<file path="config.mk">
export PLATFORM = sky130hd
export DESIGN_NAME = wlvl_search
export DESIGN_NICKNAME = d
export VERILOG_FILES = /design/src/rtl/wlvl_pkg.sv /design/src/rtl/wlvl_settle_timer.sv /design/src/rtl/wlvl_edge_filter.sv /design/src/rtl/wlvl_seq.sv /design/src/rtl/wlvl_search.sv
export SDC_FILE = /design/constraint.sdc
export NUM_CORES = 1
export LEC_CHECK = 0
export BUFFER_PORTS_ARGS = -buffer_cell sky130_fd_sc_hd__buf_2
export CORE_AREA = 2 2 81 91
export CTS_BUF_LIST = sky130_fd_sc_hd__clkbuf_4 sky130_fd_sc_hd__clkbuf_8 sky130_fd_sc_hd__clkbuf_16
export CTS_CLUSTER_DIAMETER = 150
export CTS_CLUSTER_SIZE = 20
export DETAILED_ROUTE_END_ITERATION = 16
export DIE_AREA = 0 0 83 93
export HOLD_SLACK_MARGIN = 0.12
export PLACE_DENSITY = 0.42
export SLEW_MARGIN = 20
export SYNTH_ARGS = -nofsm -noshare
export SYNTH_HDL_FRONTEND = slang
export SYNTH_SLANG_ARGS = --single-unit
</file>
<file path="constraint.sdc">
create_clock -name clk -period 2.4 [get_ports clk]
set_input_delay 0.12 -clock clk [delete_from_list [all_inputs] [get_ports clk]]
set_output_delay 0.12 -clock clk [all_outputs]
set_load 0.005 [all_outputs]
</file>
<file path="src/rtl/wlvl_pkg.sv">
package wlvl_pkg;

    typedef enum logic [2:0] {
        WL_IDLE,
        WL_ENTER,
        WL_PULSE,
        WL_WAIT,
        WL_SAMPLE,
        WL_EXIT,
        WL_DONE
    } wl_state_e;

    typedef struct packed {
        logic valid;
        logic enter;
    } wl_mr_t;

    typedef struct packed {
        logic confirm;
        logic arm;
    } wl_verdict_t;

    function automatic logic state_busy(wl_state_e s);
        return s != WL_IDLE;
    endfunction

endpackage

</file>
<file path="src/rtl/wlvl_settle_timer.sv">
module wlvl_settle_timer #(
    parameter int W = 8
) (
    input  logic         clk,
    input  logic         rst,
    input  logic         load,
    input  logic [W-1:0] load_val,
    input  logic         run,
    output logic         expired
);
    logic [W-1:0] cnt_q;

    assign expired = (cnt_q == '0);

    always_ff @(posedge clk) begin
        if (rst) begin
            cnt_q <= '0;
        end else if (load) begin
            cnt_q <= load_val;
        end else if (run && !expired) begin
            cnt_q <= cnt_q - 1'b1;
        end
    end
endmodule

</file>
<file path="src/rtl/wlvl_edge_filter.sv">
module wlvl_edge_filter
    import wlvl_pkg::*;
#(
    parameter int CODE_W    = 6,
    parameter int CONFIRM_N = 2
) (
    input  logic              clk,
    input  logic              rst,
    input  logic              clear,
    input  logic              sample_en,
    input  logic              fb,
    input  logic [CODE_W-1:0] code,
    output wl_verdict_t       verdict,
    output logic [CODE_W-1:0] cand_code
);
    localparam int OW = $clog2(CONFIRM_N + 1);
    localparam logic [OW-1:0] LAST_ONE = OW'(CONFIRM_N - 1);

    logic              seen_low_q;
    logic [OW-1:0]     ones_q;
    logic [CODE_W-1:0] cand_q;

    always_comb begin
        verdict.arm     = sample_en && fb && seen_low_q;
        verdict.confirm = verdict.arm && (ones_q == LAST_ONE);
        cand_code       = (ones_q == '0) ? code : cand_q;
    end

    always_ff @(posedge clk) begin
        if (rst || clear) begin
            seen_low_q <= 1'b0;
            ones_q     <= '0;
            cand_q     <= '0;
        end else if (sample_en) begin
            if (!fb) begin
                seen_low_q <= 1'b1;
                ones_q     <= '0;
            end else if (verdict.arm && !verdict.confirm) begin
                if (ones_q == '0) begin
                    cand_q <= code;
                end
                ones_q <= ones_q + 1'b1;
            end
        end
    end
endmodule

</file>
<file path="src/rtl/wlvl_seq.sv">
module wlvl_seq
    import wlvl_pkg::*;
#(
    parameter int CODE_W = 6
) (
    input  logic              clk,
    input  logic              rst,
    input  logic              start,
    input  logic              mr_ack,
    input  logic              timer_expired,
    input  wl_verdict_t       verdict,
    input  logic [CODE_W-1:0] cand_code,
    output wl_mr_t            mr,
    output logic              timer_load,
    output logic              timer_run,
    output logic              sample_en,
    output logic              filter_clear,
    output logic              dqs_pulse,
    output logic [CODE_W-1:0] code,
    output logic              busy,
    output logic              done,
    output logic              err
);
    localparam logic [CODE_W-1:0] CODE_MAX = {CODE_W{1'b1}};

    wl_state_e         state_q, state_d;
    logic [CODE_W-1:0] code_q, code_d;
    logic              fail_q, fail_d;

    always_comb begin
        state_d      = state_q;
        code_d       = code_q;
        fail_d       = fail_q;
        mr           = '0;
        timer_load   = 1'b0;
        timer_run    = 1'b0;
        sample_en    = 1'b0;
        filter_clear = 1'b0;
        dqs_pulse    = 1'b0;
        done         = 1'b0;
        unique case (state_q)
            WL_IDLE: begin
                if (start) begin
                    filter_clear = 1'b1;
                    fail_d       = 1'b0;
                    state_d      = WL_ENTER;
                end
            end
            WL_ENTER: begin
                mr.valid = 1'b1;
                mr.enter = 1'b1;
                if (mr_ack) begin
                    code_d  = '0;
                    state_d = WL_PULSE;
                end
            end
            WL_PULSE: begin
                dqs_pulse  = 1'b1;
                timer_load = 1'b1;
                state_d    = WL_WAIT;
            end
            WL_WAIT: begin
                timer_run = 1'b1;
                if (timer_expired) begin
                    state_d = WL_SAMPLE;
                end
            end
            WL_SAMPLE: begin
                sample_en = 1'b1;
                if (verdict.confirm) begin
                    code_d  = cand_code;
                    fail_d  = 1'b0;
                    state_d = WL_EXIT;
                end else if (code_q == CODE_MAX) begin
                    fail_d  = 1'b1;
                    state_d = WL_EXIT;
                end else begin
                    code_d  = code_q + 1'b1;
                    state_d = WL_PULSE;
                end
            end
            WL_EXIT: begin
                mr.valid = 1'b1;
                mr.enter = 1'b0;
                if (mr_ack) begin
                    state_d = WL_DONE;
                end
            end
            WL_DONE: begin
                done    = 1'b1;
                state_d = WL_IDLE;
            end
            default: state_d = WL_IDLE;
        endcase
    end

    always_ff @(posedge clk) begin
        if (rst) begin
            state_q <= WL_IDLE;
            code_q  <= '0;
            fail_q  <= 1'b0;
        end else begin
            state_q <= state_d;
            code_q  <= code_d;
            fail_q  <= fail_d;
        end
    end

    assign code = code_q;
    assign busy = state_busy(state_q);
    assign err  = done && fail_q;
endmodule

</file>
<file path="src/rtl/wlvl_search.sv">
module wlvl_search
    import wlvl_pkg::*;
#(
    parameter int CODE_W    = 6,
    parameter int SETTLE_W  = 8,
    parameter int CONFIRM_N = 2
) (
    input  logic                clk,
    input  logic                rst,
    input  logic                start,
    input  logic [SETTLE_W-1:0] settle_cyc,
    input  logic                mr_ack,
    input  logic                fb,
    output logic                mr_req,
    output logic                mr_enter,
    output logic                dqs_pulse,
    output logic [CODE_W-1:0]   dly_code,
    output logic                busy,
    output logic                done,
    output logic                err
);
    wl_mr_t            mr;
    wl_verdict_t       verdict;
    logic [CODE_W-1:0] cand_code;
    logic              timer_load, timer_run, timer_expired;
    logic              sample_en, filter_clear;

    wlvl_settle_timer #(.W(SETTLE_W)) u_timer (
        .clk      (clk),
        .rst      (rst),
        .load     (timer_load),
        .load_val (settle_cyc),
        .run      (timer_run),
        .expired  (timer_expired)
    );

    wlvl_edge_filter #(.CODE_W(CODE_W), .CONFIRM_N(CONFIRM_N)) u_filter (
        .clk       (clk),
        .rst       (rst),
        .clear     (filter_clear),
        .sample_en (sample_en),
        .fb        (fb),
        .code      (dly_code),
        .verdict   (verdict),
        .cand_code (cand_code)
    );

    wlvl_seq #(.CODE_W(CODE_W)) u_seq (
        .clk           (clk),
        .rst           (rst),
        .start         (start),
        .mr_ack        (mr_ack),
        .timer_expired (timer_expired),
        .verdict       (verdict),
        .cand_code     (cand_code),
        .mr            (mr),
        .timer_load    (timer_load),
        .timer_run     (timer_run),
        .sample_en     (sample_en),
        .filter_clear  (filter_clear),
        .dqs_pulse     (dqs_pulse),
        .code          (dly_code),
        .busy          (busy),
        .done          (done),
        .err           (err)
    );

    assign mr_req   = mr.valid;
    assign mr_enter = mr.enter;
endmodule

</file>
==> tab_implementation.tex, run 1 <==
\begin{tabular}{lr}
\hline
Metric & Value \\
\hline
\multicolumn{2}{l}{\textbf{Flow run}} \\
\quad Max Cap Viol & 0 \\
\multicolumn{2}{l}{\textbf{Detailed routing}} \\
\quad Iter 0 DRT Violations & 59 \\
\quad Number of vias in the routed layout & 1576 \\
\quad Detailed-route wire length & 4.47 mm \\
\quad Router iterations before antenna repair & 4 \\
\quad DRC violation count after routing & 0 \\
\quad Remaining antenna violation count after routing & 0 \\
\quad Detail-routed net length per standard cell & 14.2 um \\
\quad Average via count per standard cell & 5.00 \\
\multicolumn{2}{l}{\textbf{Synth}} \\
\quad Post-synth top flop & sky130\_fd\_sc\_hd\_\_dfxtp\_1 \\
\quad Count of warnings emitted by yosys & 0 \\
\quad Average cell area after synthesis & 8.20 um2 \\
\quad Area fraction of the dominant cell type after synthesis & 31.3\% \\
\quad Most instantiated cells after synthesis & 28 x sky130\_fd\_sc\_hd\_\_nor2\_1, 27 x sky130\_fd\_sc\_hd\_\_dfxtp\_1, 12 x sky130\_fd\_sc\_hd\_\_a21oi\_1 \\
\quad Cell variety after synth & 55 \\
\quad \#FFs+latches synth & 27 \\
\quad Synth top area cells & sky130\_fd\_sc\_hd\_\_dfxtp\_1 31\%, sky130\_fd\_sc\_hd\_\_mux2i\_1 6.4\%, sky130\_fd\_sc\_hd\_\_nor2\_1 6.1\%, sky130\_fd\_sc\_hd\_\_ha\_1 3.6\%, sky130\_fd\_sc\_hd\_\_a21oi\_1 3.5\% \\
\quad Number of enable-type register cells in the synthesized netlist & 0 \\
\quad Most frequently used cell type in the post-synthesis netlist & sky130\_fd\_sc\_hd\_\_nor2\_1 \\
\quad Synth area leader & sky130\_fd\_sc\_hd\_\_dfxtp\_1 \\
\quad Cell area after technology mapping & 1730 um2 \\
\quad Share of flip-flops with an asynchronous set or reset & 0\% \\
\quad Net count after synthesis & 229 \\
\quad Part of the Yosys area used for sequential elements & 31.3\% \\
\quad Synthesized netlist cell count & 211 \\
\multicolumn{2}{l}{\textbf{Layout}} \\
\quad Ant. Diodes & 0 \\
\quad Share of layout cells above drive strength 1 & 18.3\% \\
\quad Number of nets in the layout & 249 \\
\quad Final standard cell utilization of the core & 28.8\% \\
\quad Synthesis-to-layout area growth & 13.9\% \\
\quad Final Cell Area & 1970 um2 \\
\multicolumn{2}{l}{\textbf{Power and ir drop}} \\
\quad Power consumption & 0.00130 W \\
\quad Register share of total power & 45.2\% \\
\quad Sw frac & 37.4\% \\
\quad Internal power & 0.000812 W \\
\quad Switching component of the power & 0.000485 W \\
\quad Static power due to leakage & 0.781 nW \\
\quad Logic pwr share & 33.8\% \\
\quad Clock network fraction of total power & 21.0\% \\
\quad Highest ir drop seen on vdd & 328 uV \\
\quad Power density over the cells & 659 nW/um2 \\
\multicolumn{2}{l}{\textbf{Die}} \\
\quad Die Area & 7720 um2 \\
\quad Placeable core region & 6850 um2 \\
\quad Die height & 93 um \\
\quad Site Rows & 32 \\
\quad Die Wd & 83 um \\
\quad Initial core utilization & 25.3\% \\
\quad Boundary Pins & 25 \\
\multicolumn{2}{l}{\textbf{Worst setup path}} \\
\quad Worst R2R End & u\_filter.cand\_q[4]\$\_SDFFE\_PP0P\_ \\
\quad Arrival time of the worst setup path & 1.79 ns \\
\quad Worst R2R Path Depth & 4 \\
\quad Critical path destination & dqs\_pulse \\
\quad Type of destination of the critical path & output port \\
\quad Required time at the worst-slack endpoint & 2.28 ns \\
\quad Worst-case register-to-register setup slack & 0.53 ns \\
\quad Crit path max fanout & 16 \\
\quad Source of the critical timing path & u\_seq.state\_q[1]\$\_SDFFE\_PP0P\_ \\
\quad Type of element launching the critical path & flop \\
\quad Reg2Reg Launch Point & u\_seq.state\_q[2]\$\_SDFFE\_PP0P\_ \\
\quad Critical setup path kind & flop to output port \\
\multicolumn{2}{l}{\textbf{GRT}} \\
\quad Number of global-route vias before repair & 1527 \\
\quad Initial antenna violation count & 0 \\
\quad Wire length of the first global-routing pass & 7.58 mm \\
\quad Tot GR Track Use & 11.9\% \\
\quad Largest net degree at the start of global routing & 23 \\
\quad GRT overflow & 0 \\
\multicolumn{2}{l}{\textbf{Placed design}} \\
\quad Final weighted congestion in routability-driven placement & 0.785 \\
\quad Post-placement setup slack & 0.473 ns \\
\quad Detail Placement HPWL & 3.29 mm \\
\quad PortBufs & 24 \\
\quad Dpl cell area & 1910 um2 \\
\multicolumn{2}{l}{\textbf{STA}} \\
\quad Setup clock skew after layout & 0.0109 ns \\
\quad Slew HR & 67.5\% \\
\quad Peak Freq & 0.525 GHz \\
\quad Number of failing setup endpoints in the final timing report & 0 \\
\quad Minimum clock period & 1.91 ns \\
\quad Fraction of the cycle the final worst path needs & 79.4\% \\
\quad Final Hold Violating Endpoints & 0 \\
\quad Setup repair after global routing missed its margin & no \\
\quad Least setup slack across all paths after layout & 0.495 ns \\
\quad Count of pins over their slew limit & 0 \\
\quad Least-Margin Pin Slew & 0.484 ns \\
\quad Setup tns final & 0 ns \\
\multicolumn{2}{l}{\textbf{Clocking}} \\
\quad Inserted Clock Buffers & 3 \\
\quad Clock latency of the later-clocked register in the worst-skew pair & 0.28 ns \\
\quad Clock Root Buffer & sky130\_fd\_sc\_hd\_\_clkbuf\_8 \\
\quad Clk buf depth & 2 \\
\quad Hold-fix buffers, CTS & 1 \\
\quad H-Tree Depth & 1 \\
\quad Clock slew seen by the registers of the worst setup and hold paths & 0.10 ns \\
\quad Post-cts sizing count & 0 \\
\quad CTS tree & done \\
\quad Post-CTS setup buffer count & 0 \\
\quad Clock sink count & 27 \\
\multicolumn{2}{l}{\textbf{Hold path}} \\
\quad Hold WC Path Type & primary input to flop \\
\quad Min-Delay Path Depth & 3 \\
\multicolumn{2}{l}{\textbf{Outcome}} \\
\quad Outcome & finished, final reports clean \\
\hline
\end{tabular}
==> how the worst min path moves through the flow <==
stage | from | to | slack, ns
finish | settle_cyc[5] | u_timer.cnt_q[5]$_SDFFE_PP0P_ | 0.12
global route | settle_cyc[5] | u_timer.cnt_q[5]$_SDFFE_PP0P_ | 0.12
CTS | settle_cyc[5] | u_timer.cnt_q[5]$_SDFFE_PP0P_ | 0.12
detailed placement | settle_cyc[2] | u_timer.cnt_q[2]$_SDFFE_PP0P_ | 0.42
global placement | settle_cyc[6] | u_timer.cnt_q[6]$_SDFFE_PP0P_ | 0.41
floorplan | mr_ack | u_seq.state_q[1]$_SDFFE_PP0P_ | 0.28
==> registers in the layout (all words and copies together) (netlist names) <==
| signal | count |
|---|---|
| u_filter.seen_low_q | 1 |
| u_seq.code | 6 |
| u_seq.state_q | 3 |
| u_timer.cnt_q | 8 |
| u_seq.fail_q | 1 |
| u_filter.cand_q | 6 |
| u_filter.ones_q | 2 |
==> critical path, cell delays in order, from the launching register on <==
cell                      delay, ns
sky130_fd_sc_hd__dfxtp_1       0.61
sky130_fd_sc_hd__or3b_2        0.66
sky130_fd_sc_hd__inv_1         0.12
sky130_fd_sc_hd__buf_2         0.11
==> logic make-up (layout without fill, tap and decap cells) <==
kind of cell	after synthesis	in the layout	synth area share (%)
adder cells (fa/ha/maj)	5	5	3.62
flip-flops	27	27	31.3
AO/OA/AOI/OAI	52	52	21.6
XOR/XNOR	5	5	2.53
multiplexers	12	12	7.02
buffers and inverters	21	40	5.50
AND/OR/NAND/NOR	89	89	28.5
==> power by group through the flow <==
stage | Sequential, W | Combinational [W] | Clock [W]
after floorplan | 0.000556 | 0.000390 | 0
after global placement | 0.000597 | 0.000443 | 0
after detailed placement | 0.000597 | 0.000443 | 0
after CTS | 0.000585 | 0.000447 | 0.000287
after global routing | 0.000599 | 0.000495 | 0.000298
final | 0.000586 | 0.000438 | 0.000273
==> final cells by class <==
class	instances	area, um2
fillers	764	4880
multi-input cells	163	1090
flip-flops and latches	27	541
repair buffers	28	153
well taps	85	106
clock buffers	3	41.3
inverters	8	30.0
clock inverters	1	5.00
==> metal layers <==
layer / global-route usage, % / vias up / part of all wire [%]
li1: - / 809 / -
met1: 15.1 / 740 / 49
met2: 21.0 / 25 / 48
met3: 2.47 / 2 / 2.8
met4: 2.46 / 0 / 0.67
met5: 0 / - / 0
==> layout by cell type, fill, tap and decap left out, types with 3 or more instances in the layout <==
cell type	count
sky130_fd_sc_hd__a211oi_1	5
sky130_fd_sc_hd__a21oi_1	12
sky130_fd_sc_hd__buf_2	24
sky130_fd_sc_hd__buf_4	3
sky130_fd_sc_hd__clkbuf_8	3
sky130_fd_sc_hd__dfxtp_1	27
sky130_fd_sc_hd__ha_1	5
sky130_fd_sc_hd__inv_1	8
sky130_fd_sc_hd__mux2i_1	11
sky130_fd_sc_hd__nand2_1	9
sky130_fd_sc_hd__nand2b_1	5
sky130_fd_sc_hd__nand3_1	10
sky130_fd_sc_hd__nand4_1	4
sky130_fd_sc_hd__nor2_1	28
sky130_fd_sc_hd__nor2b_1	6
sky130_fd_sc_hd__nor3_1	6
sky130_fd_sc_hd__o211ai_1	3
sky130_fd_sc_hd__o21ai_0	6
sky130_fd_sc_hd__or3_1	4
sky130_fd_sc_hd__or3b_2	3
sky130_fd_sc_hd__xor2_1	4
==> per-stage QoR <==
stage / hold slack [ns] / std cells
floorplan: 0.278 / 211
global placement: 0.411 / 310
detailed placement: 0.420 / 310
CTS: 0.121 / 315
global route: 0.121 / 315
finish: 0.124 / 315
Note: power is estimated with default switching activity, not from simulation.
==> run 2, diff against run 1 <==
clock period = 1.9 ns   (was 2.4 ns; I/O delays follow)
==> run 2 against run 1 <==
Effect of this change: design area up 9.1%; first-iteration DRC count up 8.5%; routed wire length is 6.1% higher; register-to-register slack worse by 0.37 ns; count of clock-buffer cells in the layout is 1 higher; clock power grew 32%; final cell count increased by 6.7%; via count increased by 5.1%; sequential share of layout area fell by 2.3 points; worst setup slack worse by 0.35 ns; non-clock buffer count up 21; power up 32%; highest routed layer unchanged.
==> tab_implementation.tex, run 2 (synthesis results as in run 1) <==
\begin{tabular}{lr}
\hline
Metric & Value \\
\hline
\multicolumn{2}{l}{\textbf{Layout}} \\
\quad Ant. Diodes & 0 (unchanged) \\
\quad Synthesis-to-layout area growth & 24.2\% \\
\quad Commonest non-fill, non-tap cell in the layout & sky130\_fd\_sc\_hd\_\_nor2\_1 \\
\quad \# fillers & 766 (+0.26\%) \\
\quad Number of nets in the layout & 270 (+8.4\%) \\
\quad Share of layout cells above drive strength 1 & 23.1\% (+4.8 points) \\
\quad Max reg flops & 8 (unchanged) \\
\quad Commonest cells after routing, fill and taps aside & 28 x sky130\_fd\_sc\_hd\_\_nor2\_1, 27 x sky130\_fd\_sc\_hd\_\_dfxtp\_1, 24 x sky130\_fd\_sc\_hd\_\_buf\_2 \\
\quad Final Non-Filler Cells & 336 (+6.7\%) \\
\quad Register with the highest flop count & u\_timer.cnt\_q \\
\multicolumn{2}{l}{\textbf{GRT}} \\
\quad Largest net degree at the start of global routing & 23 (unchanged) \\
\quad Initial antenna violation count & 0 (unchanged) \\
\quad GRT overflow & 0 (unchanged) \\
\quad Tot GR Track Use & 12.8\% (+0.86 points) \\
\quad Number of global-route vias before repair & 1665 (+9.0\%) \\
\quad Wire length of the first global-routing pass & 8.10 mm (+6.9\%) \\
\multicolumn{2}{l}{\textbf{Clocking}} \\
\quad Inserted Clock Buffers & 3 (unchanged) \\
\quad Clk buf depth & 2 (unchanged) \\
\quad Clock slew seen by the registers of the worst setup and hold paths & 0.10 ns (about the same) \\
\quad Clock latency of the later-clocked register in the worst-skew pair & 0.27 ns (about the same) \\
\quad Clock sink count & 27 (unchanged) \\
\quad CTS tree & done \\
\quad Clock Root Buffer & sky130\_fd\_sc\_hd\_\_clkbuf\_8 \\
\quad H-Tree Depth & 1 (unchanged) \\
\multicolumn{2}{l}{\textbf{STA}} \\
\quad Number of failing setup endpoints in the final timing report & 0 (unchanged) \\
\quad Fraction of the cycle the final worst path needs & 92.2\% \\
\quad Setup clock skew after layout & 0.00151 ns (-0.00941 ns) \\
\quad Peak Freq & 0.571 GHz \\
\quad Setup repair after global routing missed its margin & no \\
\quad Setup tns final & 0 ns (unchanged) \\
\quad Slew HR & 69.7\% (+2.2 points) \\
\quad Minimum clock period & 1.75 ns \\
\quad Count of pins over their slew limit & 0 (unchanged) \\
\quad Least-Margin Pin Slew & 0.455 ns (-0.0294 ns) \\
\quad Final Hold Violating Endpoints & 0 (unchanged) \\
\multicolumn{2}{l}{\textbf{Power and ir drop}} \\
\quad Internal power & 0.00109 W (+34\%) \\
\quad Highest ir drop seen on vdd & 424 uV (+29\%) \\
\quad Switching component of the power & 0.000625 W (+29\%) \\
\quad Power density over the cells & 799 nW/um2 (+21\%) \\
\quad Clock network fraction of total power & 20.9\% (about the same) \\
\quad Static power due to leakage & 0.877 nW (+12\%) \\
\quad Logic pwr share & 36.7\% (+2.9 points) \\
\quad Sw frac & 36.4\% (-0.94 points) \\
\quad Register share of total power & 42.4\% (-2.8 points) \\
\multicolumn{2}{l}{\textbf{Detailed routing}} \\
\quad Detail-routed net length per standard cell & 14.1 um (-0.57\%) \\
\quad Number of vias in the routed layout & 1657 (+5.1\%) \\
\quad DRC violation count after routing & 0 (unchanged) \\
\quad Router iterations before antenna repair & 4 (unchanged) \\
\quad Detailed-route wire length & 4.74 mm (+6.1\%) \\
\quad Average via count per standard cell & 4.93 (-1.4\%) \\
\quad Remaining antenna violation count after routing & 0 (unchanged) \\
\quad Iter 0 DRT Violations & 64 (+8.5\%) \\
\multicolumn{2}{l}{\textbf{Placed design}} \\
\quad Final weighted congestion in routability-driven placement & 0.810 (+3.2\%) \\
\quad Detail Placement HPWL & 3.54 mm (+7.7\%) \\
\quad Number of cells in the design after placement & 325 (+4.8\%) \\
\quad PortBufs & 24 (unchanged) \\
\multicolumn{2}{l}{\textbf{Hold path}} \\
\quad Hold WC Path Type & primary input to flop \\
\multicolumn{2}{l}{\textbf{Worst setup path}} \\
\quad Required time at the worst-slack endpoint & 1.80 ns (-0.48 ns) \\
\quad Type of destination of the critical path & output port \\
\quad Count of buffering cells on the critical path with inverters included & 3 (+1) \\
\quad Arrival time of the worst setup path & 1.66 ns (-0.13 ns) \\
\quad Cell breakdown of the critical path & buf\_4 > or3b\_2 > inv\_1 > buf\_2 \\
\quad Critical setup path kind & flop to output port \\
\quad Critical Path Slowest Stage Cell & sky130\_fd\_sc\_hd\_\_or3b\_2 \\
\quad Largest delay share family, worst path & simple AND/OR/NAND/NOR gates \\
\quad Crit path max fanout & 11 (-5) \\
\quad Slowest Stage Delay on Critical Path & 0.57 ns (-0.09 ns) \\
\quad Type of element launching the critical path & flop \\
\multicolumn{2}{l}{\textbf{Die}} \\
\quad Die Wd & 83 um (unchanged) \\
\quad Die height & 93 um (unchanged) \\
\quad Site Rows & 32 (unchanged) \\
\quad Die Area & 7720 um2 (unchanged) \\
\quad Boundary Pins & 25 (unchanged) \\
\quad Placeable core region & 6850 um2 (unchanged) \\
\quad Initial core utilization & 25.3\% (unchanged) \\
\multicolumn{2}{l}{\textbf{Flow run}} \\
\quad Max Cap Viol & 0 (unchanged) \\
\multicolumn{2}{l}{\textbf{Outcome}} \\
\quad Outcome & finished, final reports clean \\
\hline
\end{tabular}
run 2: power by group through the flow:
stage / Sequential [W] / Combinational, W / Clock, W
floorplan: 0.000703 / 0.000493 / 0
global placement: 0.000740 / 0.000615 / 0
detailed placement: 0.000742 / 0.000611 / 0
CTS: 0.000728 / 0.000628 / 0.000383
global route: 0.000742 / 0.000706 / 0.000406
finish: 0.000728 / 0.000629 / 0.000359
run 2: layout make-up:
class | count | area [um2] | share of cell area [%]
Timing Repair Buffer | 49 | 325 | 15.1
Inverter | 8 | 30.0 | 1.40
Sequential cell | 27 | 541 | 25.2
Multi-Input combinational cell | 163 | 1100 | 51.1
Tap cell | 85 | 106 | 4.95
Clock buffer | 4 | 48.8 | 2.27
run 2: worst min-delay path, delay by kind of cell:
family / cells / cell delay, ns
buf+inv: 1 / 0.10
simple gates: 1 / 0.12
compound gates: 1 / 0.06
run 2: stage by stage:
stage / instance area (um2) / util (%) / worst slack, ns / hold slack (ns) / power, W
5_1_grt: 2150 / 31.4 / 0.0124 / 0.153 / 0.00185
6_report: 2150 / 31.4 / 0.149 / 0.143 / 0.00172
4_1_cts: 2140 / 31.3 / 0.0682 / 0.128 / 0.00174
3_5_place_dp: 2030 / 29.6 / 0.101 / 0.389 / 0.00135
3_3_place_gp: 2030 / 29.6 / 0.117 / 0.389 / 0.00135
2_1_floorplan: 1730 / - / 0.157 / 0.253 / 0.00120
run 2: routing by layer:
metal / GRT usage, % / up-vias / part of all wire [%]
li1: - / 849 / -
met1: 15.8 / 777 / 47
met2: 22.7 / 27 / 49
met3: 1.94 / 4 / 3.0
met4: 4.10 / 0 / 0.95
met5: 0 / - / 0
run 2: worst paths after layout:
kind / end / cells after the start / from / slack [ns]
hold reg to reg: u_seq.fail_q$_SDFFE_PP0P_ / 2 / u_seq.fail_q$_SDFFE_PP0P_ / 0.48
setup / recovery: dqs_pulse / 4 / u_seq.state_q[2]$_SDFFE_PP0P_ / 0.15
setup reg to reg: u_seq.code[2]$_SDFFE_PP0P_ / 4 / u_seq.state_q[2]$_SDFFE_PP0P_ / 0.16
hold / removal: u_timer.cnt_q[4]$_SDFFE_PP0P_ / 3 / settle_cyc[4] / 0.14
run 2: repair_timing:
item	in CTS	in global routing
gates resized for setup	0	2
hold buffers	7	0
hold endpoints to repair	7	0
endpoints found under the setup margin	0	8
buffers inserted	0	0
